`src/rtl/dispctl_pkg.sv`:
```
package dispctl_pkg;
  localparam int REG_W = 32;

  typedef enum logic [1:0] {
    DC_MUXED  = 2'd0,
    DC_PLAIN  = 2'd1,
    DC_NARROW = 2'd2,
    DC_ABSENT = 2'd3
  } dcVariantE;

  typedef struct packed {
    logic selDisp;
    logic selStat;
    logic wrDisp;
  } dcStrobeT;

  function automatic logic [REG_W-1:0] protMask(dcVariantE v);
    case (v)
      DC_MUXED, DC_PLAIN: return 32'h0000_3F00;
      DC_NARROW:          return 32'h0000_0080;
      default:            return '1;
    endcase
  endfunction

  function automatic logic [REG_W-1:0] resetVal(dcVariantE v);
    return (v == DC_ABSENT) ? '0 : 32'h0000_1F00;
  endfunction

  function automatic int wpPos(dcVariantE v);
    return (v == DC_MUXED || v == DC_PLAIN) ? 4 : 2;
  endfunction
endpackage

```
`src/rtl/dispctl_ctrl.sv`:
```
module dispctl_ctrl
  import dispctl_pkg::*;
#(
  parameter int ADDR_W = 12,
  parameter int unsigned DISP_OFS = 32'h50,
  parameter int unsigned STAT_OFS = 32'h48
) (
  input  logic              clk,
  input  logic              rstN,
  input  logic [ADDR_W-1:0] busAddr,
  input  logic              busWrEn,
  output dcStrobeT          strobe
);
  localparam logic [ADDR_W-1:0] DISP_A = ADDR_W'(DISP_OFS);
  localparam logic [ADDR_W-1:0] STAT_A = ADDR_W'(STAT_OFS);

  always_comb begin
    strobe.selDisp = (busAddr == DISP_A);
    strobe.selStat = (busAddr == STAT_A);
    strobe.wrDisp  = busWrEn && (busAddr == DISP_A);
  end

  AST_SEL_ONEHOT: assert property (@(posedge clk) disable iff (!rstN)
    $onehot0({strobe.selDisp, strobe.selStat}));
endmodule

```
`src/rtl/dispctl_datapath.sv`:
```
module dispctl_datapath
  import dispctl_pkg::*;
#(
  parameter dcVariantE VARIANT = DC_MUXED,
  parameter int SYNC_STAGES = 2,
  parameter int SEL_W = 2
) (
  input  logic             clk,
  input  logic             rstN,
  input  dcStrobeT         strobe,
  input  logic [REG_W-1:0] busWrData,
  input  logic             cardIn,
  input  logic             cardWp,
  output logic [REG_W-1:0] dispVal,
  output logic [REG_W-1:0] statVal,
  output logic [SEL_W-1:0] muxSel
);
  localparam logic [REG_W-1:0] PROT = protMask(VARIANT);
  localparam logic [REG_W-1:0] RST  = resetVal(VARIANT);
  localparam int WP_POS = wpPos(VARIANT);
  localparam int LAST = SYNC_STAGES - 1;

  logic [SYNC_STAGES-1:0] cinPipe;
  logic [SYNC_STAGES-1:0] wpPipe;

  always_ff @(posedge clk) begin
    if (!rstN) begin
      cinPipe <= '0;
      wpPipe  <= '0;
    end else begin
      cinPipe <= {cinPipe[SYNC_STAGES-2:0], cardIn};
      wpPipe  <= {wpPipe[SYNC_STAGES-2:0], cardWp};
    end
  end

  always_comb begin
    statVal         = '0;
    statVal[0]      = cinPipe[LAST];
    statVal[WP_POS] = wpPipe[LAST];
  end

  generate
    if (VARIANT == DC_ABSENT) begin : g_noDisp
      assign dispVal = '0;
    end else begin : g_disp
      logic [REG_W-1:0] dispReg;
      always_ff @(posedge clk) begin
        if (!rstN) dispReg <= RST;
        else if (strobe.wrDisp) dispReg <= (dispReg & PROT) | (busWrData & ~PROT);
      end
      assign dispVal = dispReg;

      AST_PROT_KEEP: assert property (@(posedge clk) disable iff (!rstN)
        strobe.wrDisp |=> ((dispReg & PROT) == ($past(dispReg) & PROT)));
    end

    if (VARIANT == DC_MUXED) begin : g_mux
      logic [SEL_W-1:0] muxReg;
      always_ff @(posedge clk) begin
        if (!rstN) muxReg <= '0;
        else if (strobe.wrDisp) muxReg <= busWrData[SEL_W-1:0];
      end
      assign muxSel = muxReg;

      AST_MUX_FOLLOW: assert property (@(posedge clk) disable iff (!rstN)
        strobe.wrDisp |=> (muxSel == $past(busWrData[SEL_W-1:0])));
      AST_MUX_HOLD: assert property (@(posedge clk) disable iff (!rstN)
        !strobe.wrDisp |=> $stable(muxSel));
    end else begin : g_noMux
      assign muxSel = '0;
    end
  endgenerate
endmodule

```
`src/rtl/dispctl_reg.sv`:
```
module dispctl_reg
  import dispctl_pkg::*;
#(
  parameter dcVariantE VARIANT = DC_MUXED,
  parameter int ADDR_W = 12,
  parameter int unsigned DISP_OFS = 32'h50,
  parameter int unsigned STAT_OFS = 32'h48,
  parameter int SYNC_STAGES = 2,
  parameter int SEL_W = 2
) (
  input  logic              clk,
  input  logic              rstN,
  input  logic [ADDR_W-1:0] busAddr,
  input  logic              busWrEn,
  input  logic [31:0]       busWrData,
  output logic [31:0]       busRdData,
  input  logic              cardIn,
  input  logic              cardWp,
  output logic [SEL_W-1:0]  muxSel
);
  localparam logic [REG_W-1:0] STAT_BITS = (REG_W'(1) << wpPos(VARIANT)) | REG_W'(1);

  dcStrobeT         strobe;
  logic [REG_W-1:0] dispVal;
  logic [REG_W-1:0] statVal;

  dispctl_ctrl #(.ADDR_W(ADDR_W), .DISP_OFS(DISP_OFS), .STAT_OFS(STAT_OFS)) u_ctrl (
    .clk(clk), .rstN(rstN), .busAddr(busAddr), .busWrEn(busWrEn), .strobe(strobe)
  );

  dispctl_datapath #(.VARIANT(VARIANT), .SYNC_STAGES(SYNC_STAGES), .SEL_W(SEL_W)) u_dp (
    .clk(clk), .rstN(rstN), .strobe(strobe), .busWrData(busWrData),
    .cardIn(cardIn), .cardWp(cardWp), .dispVal(dispVal), .statVal(statVal), .muxSel(muxSel)
  );

  always_comb begin
    if (strobe.selDisp)      busRdData = dispVal;
    else if (strobe.selStat) busRdData = statVal;
    else                     busRdData = '0;
  end

  AST_STAT_RESERVED: assert property (@(posedge clk) disable iff (!rstN)
    strobe.selStat |-> ((busRdData & ~STAT_BITS) == '0));

  generate
    if (VARIANT == DC_ABSENT) begin : g_absentChk
      AST_ABSENT_ZERO: assert property (@(posedge clk) disable iff (!rstN)
        strobe.selDisp |-> (busRdData == '0));
    end
  endgenerate
endmodule

```
`config.mk`:
```
export PLATFORM = sky130hd
export DESIGN_NAME = dispctl_reg
export DESIGN_NICKNAME = d
export VERILOG_FILES = /design/src/rtl/dispctl_pkg.sv /design/src/rtl/dispctl_ctrl.sv /design/src/rtl/dispctl_datapath.sv /design/src/rtl/dispctl_reg.sv
export SDC_FILE = /design/constraint.sdc
export NUM_CORES = 1
export LEC_CHECK = 0
export BUFFER_PORTS_ARGS = -buffer_cell sky130_fd_sc_hd__buf_2
export CORE_UTILIZATION = 47
export CTS_CLUSTER_SIZE = 28
export DETAILED_ROUTE_END_ITERATION = 8
export PLACE_DENSITY_LB_ADDON = 0.12
export SLEW_MARGIN = 15
export SYNTH_ARGS = -nofsm -noshare
export SYNTH_HDL_FRONTEND = slang
export SYNTH_HIERARCHICAL = 1
export SYNTH_SLANG_ARGS = --single-unit
```
`constraint.sdc`:
```
create_clock -name clk -period 1.9 [get_ports clk]
set_clock_uncertainty 0.15 [all_clocks]
set_input_delay 0.095 -clock clk [delete_from_list [all_inputs] [get_ports clk]]
set_output_delay 0.095 -clock clk [all_outputs]
set_load 0.05 [all_outputs]
```
Word-level counts from Yosys, hierarchy flattened --
Cells that the tools add are included.
Word-level totals: flip-flop bits (word level) 38, bits of input ports 49, output and inout bits 34, word-level logic and storage cells 10
Operators by class: equality and inequality tests 2, multiplexer cells 2, bitwise operators 1, reductions and logical operators 1
Operators by type and width (number):
- two-way mux 32 bit | 1
- OR 14 x 32 -> 32 bit | 1
- == test 12 x 7 -> 1 bit (second input constant) | 2
- two-way mux 5 bit | 1
- logical AND 1 bit | 1

Depth between registers and ports, before layout --
Gate-level depths: netlist of the first run.
depth after elaboration 3, depth in mapped cells 6, depth with buffers taken out 4

Modules after synthesis --
The synthesis of the first run kept the hierarchy.
Modules (own cells, without submodules):
- dispctl_datapath | times used 1, cells an instance 134, area each 1418.9 µm², seq. area each 600.6 µm²
- dispctl_reg | times used 1, cells an instance 44, area each 361.6 µm², seq. area each 0.0 µm²
- dispctl_ctrl | times used 1, cells an instance 9, area each 63.8 µm², seq. area each 0.0 µm²

Worst setup path after synthesis of the first run --
No wires, ideal clock.
path type input to output, start in busAddr[9], end out busRdData[0], arrival 1.832 ns, data required time 1.655 ns, path slack -0.177 ns, stages on the path 5, path buffers 1, cell sequence or4_1 > nor4_1 > nor2b_4 > buf_6 > a22o_1
RTL lines:
- from (decl) | RTL line dispctl_reg.sv:13 | input logic [ADDR_W-1:0] busAddr,
- to (decl) | RTL line dispctl_reg.sv:16 | output logic [31:0] busRdData,

==> flow_metrics.tcl, run 1 <==
set metrics [dict create \
    cp-start-kind "input pin" \
    cp_slowest_stage_delay_ns 0.56 \
    end_kind "primary output" \
    dr.pass1.iters 4 \
    ys_seq_area_share_pct 32.6 \
    placed_area_um2 2160 \
    placed_cells 302 \
    drive_above_1_share_pct 46.2 \
    timing.rr.start "u_dp/dispVal[29]" \
    grt_use_total_pct 23.6 \
    via_per_inst 4.53 \
    numCtsBuffers 5 \
    dr_wl_met2_um 2790 \
    htree_levels 2 \
    hold_slack_ns 0.132 \
    top_layer_used "met4" \
    die_h_um 64.6 \
    synth_top_area_share_pct 32.6 \
    synth.largest_area_cell "dfxtp_1" \
    worstHoldStart "rstN" \
    die_x_um 64.6 \
    synth.avg_cell_area_um2 9.86 \
    ys_ff_latch 30 \
    final_cells 349 \
    power_density_nw_per_um2 411 \
    startpoint "busAddr[7]" \
    cts_root_buf "clkbuf_8" \
    final_cell_mix "buf_2, conb_1, dfxtp_1" \
    synthCells 187 \
    ys_types 19 \
    rows 22 \
    antenna_found_initial 0 \
    worstPathMaxFanout 8 \
    worstSkewPairLatency_ns 0.28 \
    antennaDiodeCount 0 \
    utilization_pct 85.5 \
    cap_violations 0 \
    nNetsFinal 349 \
    initial_utilization_pct 49.6 \
    path_cells "buf_6, or4_4, nor4_4, buf_4, buf_4, buf_16, a22o_2, buf_6" \
    crit_slowest_cell "or4_4" \
    port-buffer-count 75 \
    vdd_drop_max_mv 0.342 \
    r2r_slack_ns 1.00 \
    wirelength_um 5250 \
    netlist_top_cells_area "dfxtp_1, buf_4, a22o_1, mux2i_1, nor2b_1" \
    grt-ovfl-total 0 \
    timing.final.ws_setup_ns -0.103 \
    cts_tree "yes" \
    path_clk_slew_ns 0.06 \
    cp.arrival_ns 1.76 \
    crit_end "busRdData[22]" \
    dieArea_um2 4180 \
    ys_warn_count 6 \
    violations "setup timing" \
    grt_pass1_vias 1571 \
    p_leak_nw 1.45 \
    timing.rr.end "u_dp/dispVal[29]" \
    area_delta_synth_final_pct 72.3 \
    place.gp.congestion 0.663 \
    cts_sinks 30 \
    layout_commonest_cell "buf_2" \
    drc 0 \
    clock_path_buffers 2 \
    r2r_cells 2 \
    cp.depth 8 \
    fmax_mhz 499 \
    via_count 1582 \
    seq_area_um2 601 \
    slew_violations 0 \
    cp_num_buf_inv 5 \
    status "complete, but fails checks" \
    rsz0062_at_grt "yes" \
    setup_viol 31 \
    critPathRequiredTime_ns 1.65 \
    wl_met1_um 2160 \
    syn-cell-area_um2 1840 \
    setup.worst_path.class "in2out" \
    fillCellCount 201 \
    fp.coreArea_um2 3720 \
    hold_class "in2reg" \
    grt_pass1_wl_um 7430 \
    path_delay_family "simple AND/OR/NAND/NOR gates" \
    period_share_pct 105 \
    routedWlPerCell_um 15.0 \
    first_iter_violations 45 \
    hold_violations 0 \
    grt_max_degree 31 \
    final_area_um2 3180 \
    antenna_left 0 \
    route.met3.wl_um 217 \
    timing.final.crit_period_ns 2.00 \
    dp_hpwl_um 2370 \
    io_pins 83 \
    multi_input_area_um2 1170 \
]
## metrics by stage
| step | setup WS (ns) | TNS, ns | total power, mW |
|---|---|---|---|
| 2_1_floorplan | -0.177 | -0.432 | 0.733 |
| 3_3_place_gp | -0.200 | -6.40 | 0.725 |
| 3_5_place_dp | -0.199 | -6.75 | 0.725 |
| 4_1_cts | -0.0978 | -2.13 | 1.30 |
| 5_1_grt | -0.148 | -3.52 | 1.37 |
| 6_report | -0.103 | -2.28 | 1.31 |
## cells by family (layout without fill, tap and decap cells)
group                  Yosys count  in the layout  share of synthesized area, %
other                            2             36                         0.407
AOI/OAI and AO/OA               32             32                          14.8
and+or+nand+nor                 44             44                          15.2
buffers and inverters           53            133                          22.9
muxes                           26             26                          14.1
DFF                             30             30                          32.6
## sequential cells by signal, indices dropped and copies added, names as in the netlist
name	cells
u_dp/cinPipe	2
u_dp/dispVal	26
u_dp/wpPipe	2
## how the worst min path moves through the flow
| stage | end | slack (ns) | cells past startpoint |
|---|---|---|---|
| 2_1_floorplan | u_dp/cinPipe[0] | 0.07 | 1 |
| 3_3_place_gp | u_dp/wpPipe[0] | 0.15 | 2 |
| 3_5_place_dp | u_dp/wpPipe[0] | 0.16 | 2 |
| 4_1_cts | u_dp/dispVal[21] | 0.14 | 2 |
| 5_1_grt | u_dp/dispVal[14] | 0.15 | 2 |
| 6_report | u_dp/dispVal[23] | 0.13 | 2 |
## where the power goes
part / leakage (nW) / internal [mW] / total [mW] / switching [mW]
sequential: 0.242 / 0.633 / 0.634 / 0.00111
clock: 0.0482 / 0.292 / 0.534 / 0.243
combinational: 1.16 / 0.0853 / 0.139 / 0.0535
total: 1.45 / 1.01 / 1.31 / 0.297
## timing repair
item / 4_1_cts / 5_1_grt
gates resized for setup: 86 / 28
pin swaps: 4 / 1
hold buffers: 28 / 0
endpoints found under the setup margin: 31 / 31
endpoints found under the hold margin: 28 / 0
gates cloned: 2 / 2
setup buffers: 5 / 2
## Yosys cell counts
| cell | count |
|---|---|
| conb_1 | 2 |
| dfxtp_1 | 30 |
| nor2b_4 | 1 |
| o21ai_1 | 2 |
| nand2_1 | 4 |
| buf_4 | 40 |
| clkbuf_1 | 3 |
| buf_12 | 2 |
| mux2i_1 | 26 |
| nor2b_1 | 26 |
| and2_1 | 4 |
| nor4_1 | 3 |
| or4_4 | 1 |
| buf_2 | 3 |
| a22o_1 | 30 |
| or4_1 | 1 |
| buf_6 | 5 |
| nand2b_1 | 3 |
| nand3b_1 | 1 |
## metal layers
layer | global-route usage, % | vias to the layer above
li1 | - | 803
met1 | 27.3 | 723
met2 | 43.3 | 48
met3 | 5.81 | 8
met4 | 5.00 | 0
met5 | 0 | -
## layout make-up
cell class                 instances  share of cell area, %
timing repair buffer             125                   39.5
clock inverter                     1                  0.158
sequential                        30                   18.9
clock buffer                       7                   2.72
tap                               48                   1.89
multi-input combinational        138                   36.9
No activity file was read; power rests on OpenSTA's default activity.
==> run 2, diff against run 1 <==
Settings changed: CELL_PAD_IN_SITES_DETAIL_PLACEMENT set to 1, CELL_PAD_IN_SITES_GLOBAL_PLACEMENT set to 1, CORE_MARGIN set to 10, CORE_UTILIZATION 47 to 34.
==> run 2 against run 1 <==
Effect of this change: the run still ends with setup timing left; count of clock-buffer cells in the layout unchanged; final area decreased by 7.9%; register-to-register slack improved by 0.06 ns; clock power about the same; sequential share of layout area increased by 1.6 points; global-route usage decreased by 10 points; sequential power about the same; die area increased by 110%.
==> flow_metrics.tcl, run 2 (synthesis gave the netlist of run 1 again) <==
set metrics [dict create \
    switchingPower_mw 0.294 \
    numCtsBuffers 5 \
    antenna_found_initial 0 \
    comb_power_share_pct 10.5 \
    setup_tns_ns -0.355 \
    power_density_nw_per_um2 446 \
    port-buffer-count 75 \
    placed_area_um2 2160 \
    io_pins 83 \
    placed_cells 323 \
    area_delta_synth_final_pct 58.6 \
    status "complete, but fails checks" \
    p_sw_share_pct 22.5 \
    r2r_slack_ns 1.06 \
    timing.final.crit_period_ns 1.95 \
    fillCellCount 588 \
    worstHoldStart "rstN" \
    fp.coreArea_um2 5170 \
    pwr-share-clk_pct 40.8 \
    clock_path_buffers 2 \
    place.gp.congestion 0.746 \
    cts_sinks 30 \
    grt_use_total_pct 13.5 \
    cts_tree "yes" \
    setup.worst_path.class "in2out" \
    end_kind "primary output" \
    hold_class "in2reg" \
    dr.pass1.iters 3 \
    fmax_mhz 512 \
    timing.rr.start "u_dp/dispVal[22]" \
    r2r_cells 2 \
    setup_viol 13 \
    via_per_inst 4.33 \
    utilization_pct 56.6 \
    p_int_mw 1.01 \
    grt_max_degree 31 \
    rows 26 \
    nNetsFinal 343 \
    p_seq_share_pct 48.7 \
    rsz0062_at_grt "yes" \
    layout_commonest_cell "buf_2" \
    grt_pass1_wl_um 9450 \
    cts_root_buf "clkbuf_8" \
    worstSkewPairLatency_ns 0.28 \
    die_h_um 93.7 \
    die_x_um 93.7 \
    period_share_pct 103 \
    routedWlPerCell_um 16.7 \
    via_count 1585 \
    largest_reg_flops 26 \
    first_iter_violations 47 \
    critPathRequiredTime_ns 1.65 \
    min_delay_worst_endpoint "u_dp/dispVal[16]" \
    initial_utilization_pct 35.7 \
    vdd_drop_max_mv 0.316 \
    p_leak_nw 1.29 \
    worstPathMaxFanout 9 \
    violations "setup timing" \
    antenna_left 0 \
    slew_violations 0 \
    holdPathStages 2 \
    grt-ovfl-total 0 \
    hold_violations 0 \
    drc 0 \
    cp-start-kind "input pin" \
    final_area_um2 2930 \
    dp_hpwl_um 3690 \
    timing.rr.end "u_dp/dispVal[22]" \
    dieArea_um2 8770 \
    path_clk_slew_ns 0.06 \
    drive_above_1_share_pct 45.1 \
    grt_pass1_vias 1816 \
    htree_levels 2 \
    place_ws_ns -0.240 \
    wirelength_um 6130 \
    cap_violations 0 \
    final_cells 366 \
    final_cell_mix "buf_2, conb_1, dfxtp_1" \
    cp.arrival_ns 1.71 \
    timing.final.ws_setup_ns -0.0537 \
]
==> run 2: area by class of cell <==
type	instances	area, µm²	area share (%)
Timing Repair Buffer	119	1030	35.2
Tap cell	70	87.6	2.99
Sequential cell	30	601	20.5
Multi-Input combinational cell	138	1110	38.0
Clock buffer	7	86.3	2.95
Clock inverter	1	5.00	0.171
Antenna cell	1	2.50	0.0855
==> run 2: worst max-delay path by stage <==
stage	from	slack (ns)	endpoint	cells after the start
after floorplan	busAddr[9]	-0.18	busRdData[29]	6
after global placement	busAddr[9]	-0.17	busRdData[4]	6
after detailed placement	busAddr[9]	-0.24	busRdData[0]	6
after CTS	busAddr[9]	-0.07	busRdData[0]	6
after global routing	busAddr[7]	-0.11	busRdData[12]	7
final	busAddr[7]	-0.05	busRdData[16]	7
==> run 2: through the flow <==
stage | hold WS (ns) | total power, mW
finish | 0.143 | 1.30
global route | 0.182 | 1.36
CTS | 0.151 | 1.32
detailed placement | 0.167 | 0.728
global placement | 0.170 | 0.728
floorplan | 0.0723 | 0.733
==> run 2: worst max-delay path: stages <==
cell and delay [ns]:
buf_6 0.09, or4_4 0.57, nor4_4 0.31, buf_6 0.20, buf_12 0.13, a22o_2 0.16
buf_6 0.16
==> run 2: power groups by stage <==
stage | Clock (mW) | Combinational, mW | Sequential, mW
6_report | 0.532 | 0.137 | 0.634
3_5_place_dp | 0 | 0.0794 | 0.648
3_3_place_gp | 0 | 0.0799 | 0.648
2_1_floorplan | 0 | 0.0853 | 0.647
5_1_grt | 0.570 | 0.152 | 0.635
4_1_cts | 0.551 | 0.131 | 0.634
==> run 2: what timing repair did <==
item,CTS,global route
cloned,1,0
setup buffers,5,1
endpoints found under the hold margin,28,0
hold buffers,28,0
endpoints found under the setup margin,31,49
resized for setup,78,16
pin swaps,5,2
==> run 2: layer usage <==
| layer | vias up | wire (µm) | GRT usage [%] |
|---|---|---|---|
| met5 | - | 0 | 0 |
| met4 | 0 | 42 | 3.16 |
| met2 | 46 | 3420 | 24.8 |
| li1 | 790 | - | - |
| met3 | 4 | 302 | 4.40 |
| met1 | 745 | 2360 | 14.6 |
==> run 3, diff against run 2 <==
Settings changed: RECOVER_POWER set to 100.
==> run 3 against run 2 <==
Effect of this change: the flow still finishes with violations (setup timing); global-route usage unchanged; setup slack about the same; sequential share of layout area about the same; flip-flop and latch count unchanged; critical endpoint unchanged; largest power group unchanged.
==> flow_metrics.tcl, run 3 (synthesis gave the netlist of run 1 again) <==
set metrics [dict create \
    status "complete, but fails checks" \
    violations "setup timing" \
    layout_commonest_cell "buf_2" \
    antenna_left 0 \
    numCtsBuffers 5 \
    grt_use_total_pct 13.5 \
    slew_violations 0 \
    hold_violations 0 \
    setup.worst_path.class "in2out" \
    dp_hpwl_um 3690 \
    cap_violations 0 \
    port-buffer-count 75 \
    worstSkewPairLatency_ns 0.28 \
    nNetsFinal 343 \
    routedWlPerCell_um 16.8 \
    timing.final.ws_setup_ns -0.0537 \
    antenna_found_initial 0 \
    period_share_pct 103 \
    cts_root_buf "clkbuf_8" \
    critPathRequiredTime_ns 1.65 \
    power_density_nw_per_um2 446 \
    grt-ovfl-total 0 \
    placed_cells 323 \
    clock_path_buffers 2 \
    grt_max_degree 31 \
    final_area_um2 2920 \
    place.gp.congestion 0.746 \
    largest_reg_flops 26 \
    rsz0062_at_grt "yes" \
    final_cell_mix "buf_2, conb_1, dfxtp_1" \
    via_count 1588 \
    cts_tree "yes" \
    dieArea_um2 8770 \
    worstPathMaxFanout 9 \
    placed_area_um2 2160 \
    timing.final.crit_period_ns 1.95 \
    end_kind "primary output" \
    htree_levels 2 \
    grt_pass1_wl_um 9450 \
    cts_sinks 30 \
    die_h_um 93.7 \
    fmax_mhz 512 \
    cp.arrival_ns 1.71 \
    utilization_pct 56.5 \
    hold_class "in2reg" \
    grt_pass1_vias 1816 \
    cp-start-kind "input pin" \
    fp.coreArea_um2 5170 \
    wirelength_um 6130 \
    via_per_inst 4.34 \
    dr.pass1.iters 3 \
    path_clk_slew_ns 0.06 \
    vdd_drop_max_mv 0.316 \
    first_iter_violations 47 \
    rows 26 \
    drive_above_1_share_pct 44.4 \
    initial_utilization_pct 35.7 \
    place_ws_ns -0.240 \
    setup_viol 13 \
    p_leak_nw 1.28 \
    die_x_um 93.7 \
    final_cells 366 \
    drc 0 \
    io_pins 83 \
    area_delta_synth_final_pct 58.5 \
    tightest_slew_ns 0.620 \
    relSlewSlack_pct 58.9 \
]
run 3: changes by cell type in the layout (fill, tap and decap cells not counted), sizes merged:
cell,previous run,this run
buf,91,88
clkbuf,7,10
run 3: power by group:
group	internal, mW	switching (mW)
clock	0.292	0.240
combinational	0.0847	0.0524
sequential	0.633	0.00166
total	1.01	0.294
run 3: metal layers:
layer  track usage, %  wire [µm]  up-vias
met3             4.40        303        4
met1             14.6       2370      748
li1                 -          -      790
met2             24.8       3420       46
met5                0          0        -
met4             3.16         42        0
run 3: layout make-up:
type	count	area, µm²
Fill cell	588	2250
Multi-Input combinational cell	138	1110
Timing Repair Buffer	119	1030
Sequential cell	30	601
Tap cell	70	87.6
Clock buffer	7	86.3
Clock inverter	1	5.00
Antenna cell	1	2.50
run 3: stage by stage:
step	setup TNS, ns	power, mW	hold WS [ns]
after floorplan	-0.432	0.733	0.0723
after global placement	-7.87	0.728	0.170
after detailed placement	-8.26	0.728	0.167
after CTS	-1.01	1.32	0.151
after global routing	-1.54	1.36	0.183
final	-0.355	1.30	0.147
run 3: worst paths after layout:
check                    from  cells after the start                to  slack, ns
max                busAddr[7]                      7     busRdData[16]      -0.05
min                      rstN                      2  u_dp/dispVal[19]       0.15
max reg2reg  u_dp/dispVal[22]                      2  u_dp/dispVal[22]       1.06
min reg2reg    u_dp/wpPipe[0]                      1    u_dp/wpPipe[1]       0.29
run 3: critical path, stage by stage:
cell    delay [ns]
buf_6         0.09
or4_4         0.57
nor4_4        0.31
buf_6         0.20
buf_12        0.13
a22o_2        0.16
buf_6         0.16
run 3: what timing repair did:
action | CTS | global route
resized for setup | 78 | 16
pin swaps | 5 | 2
setup buffers | 5 | 1
gates cloned | 1 | 0
hold endpoints to repair | 28 | 0
endpoints found under the setup margin | 31 | 49
hold buffers | 28 | 0
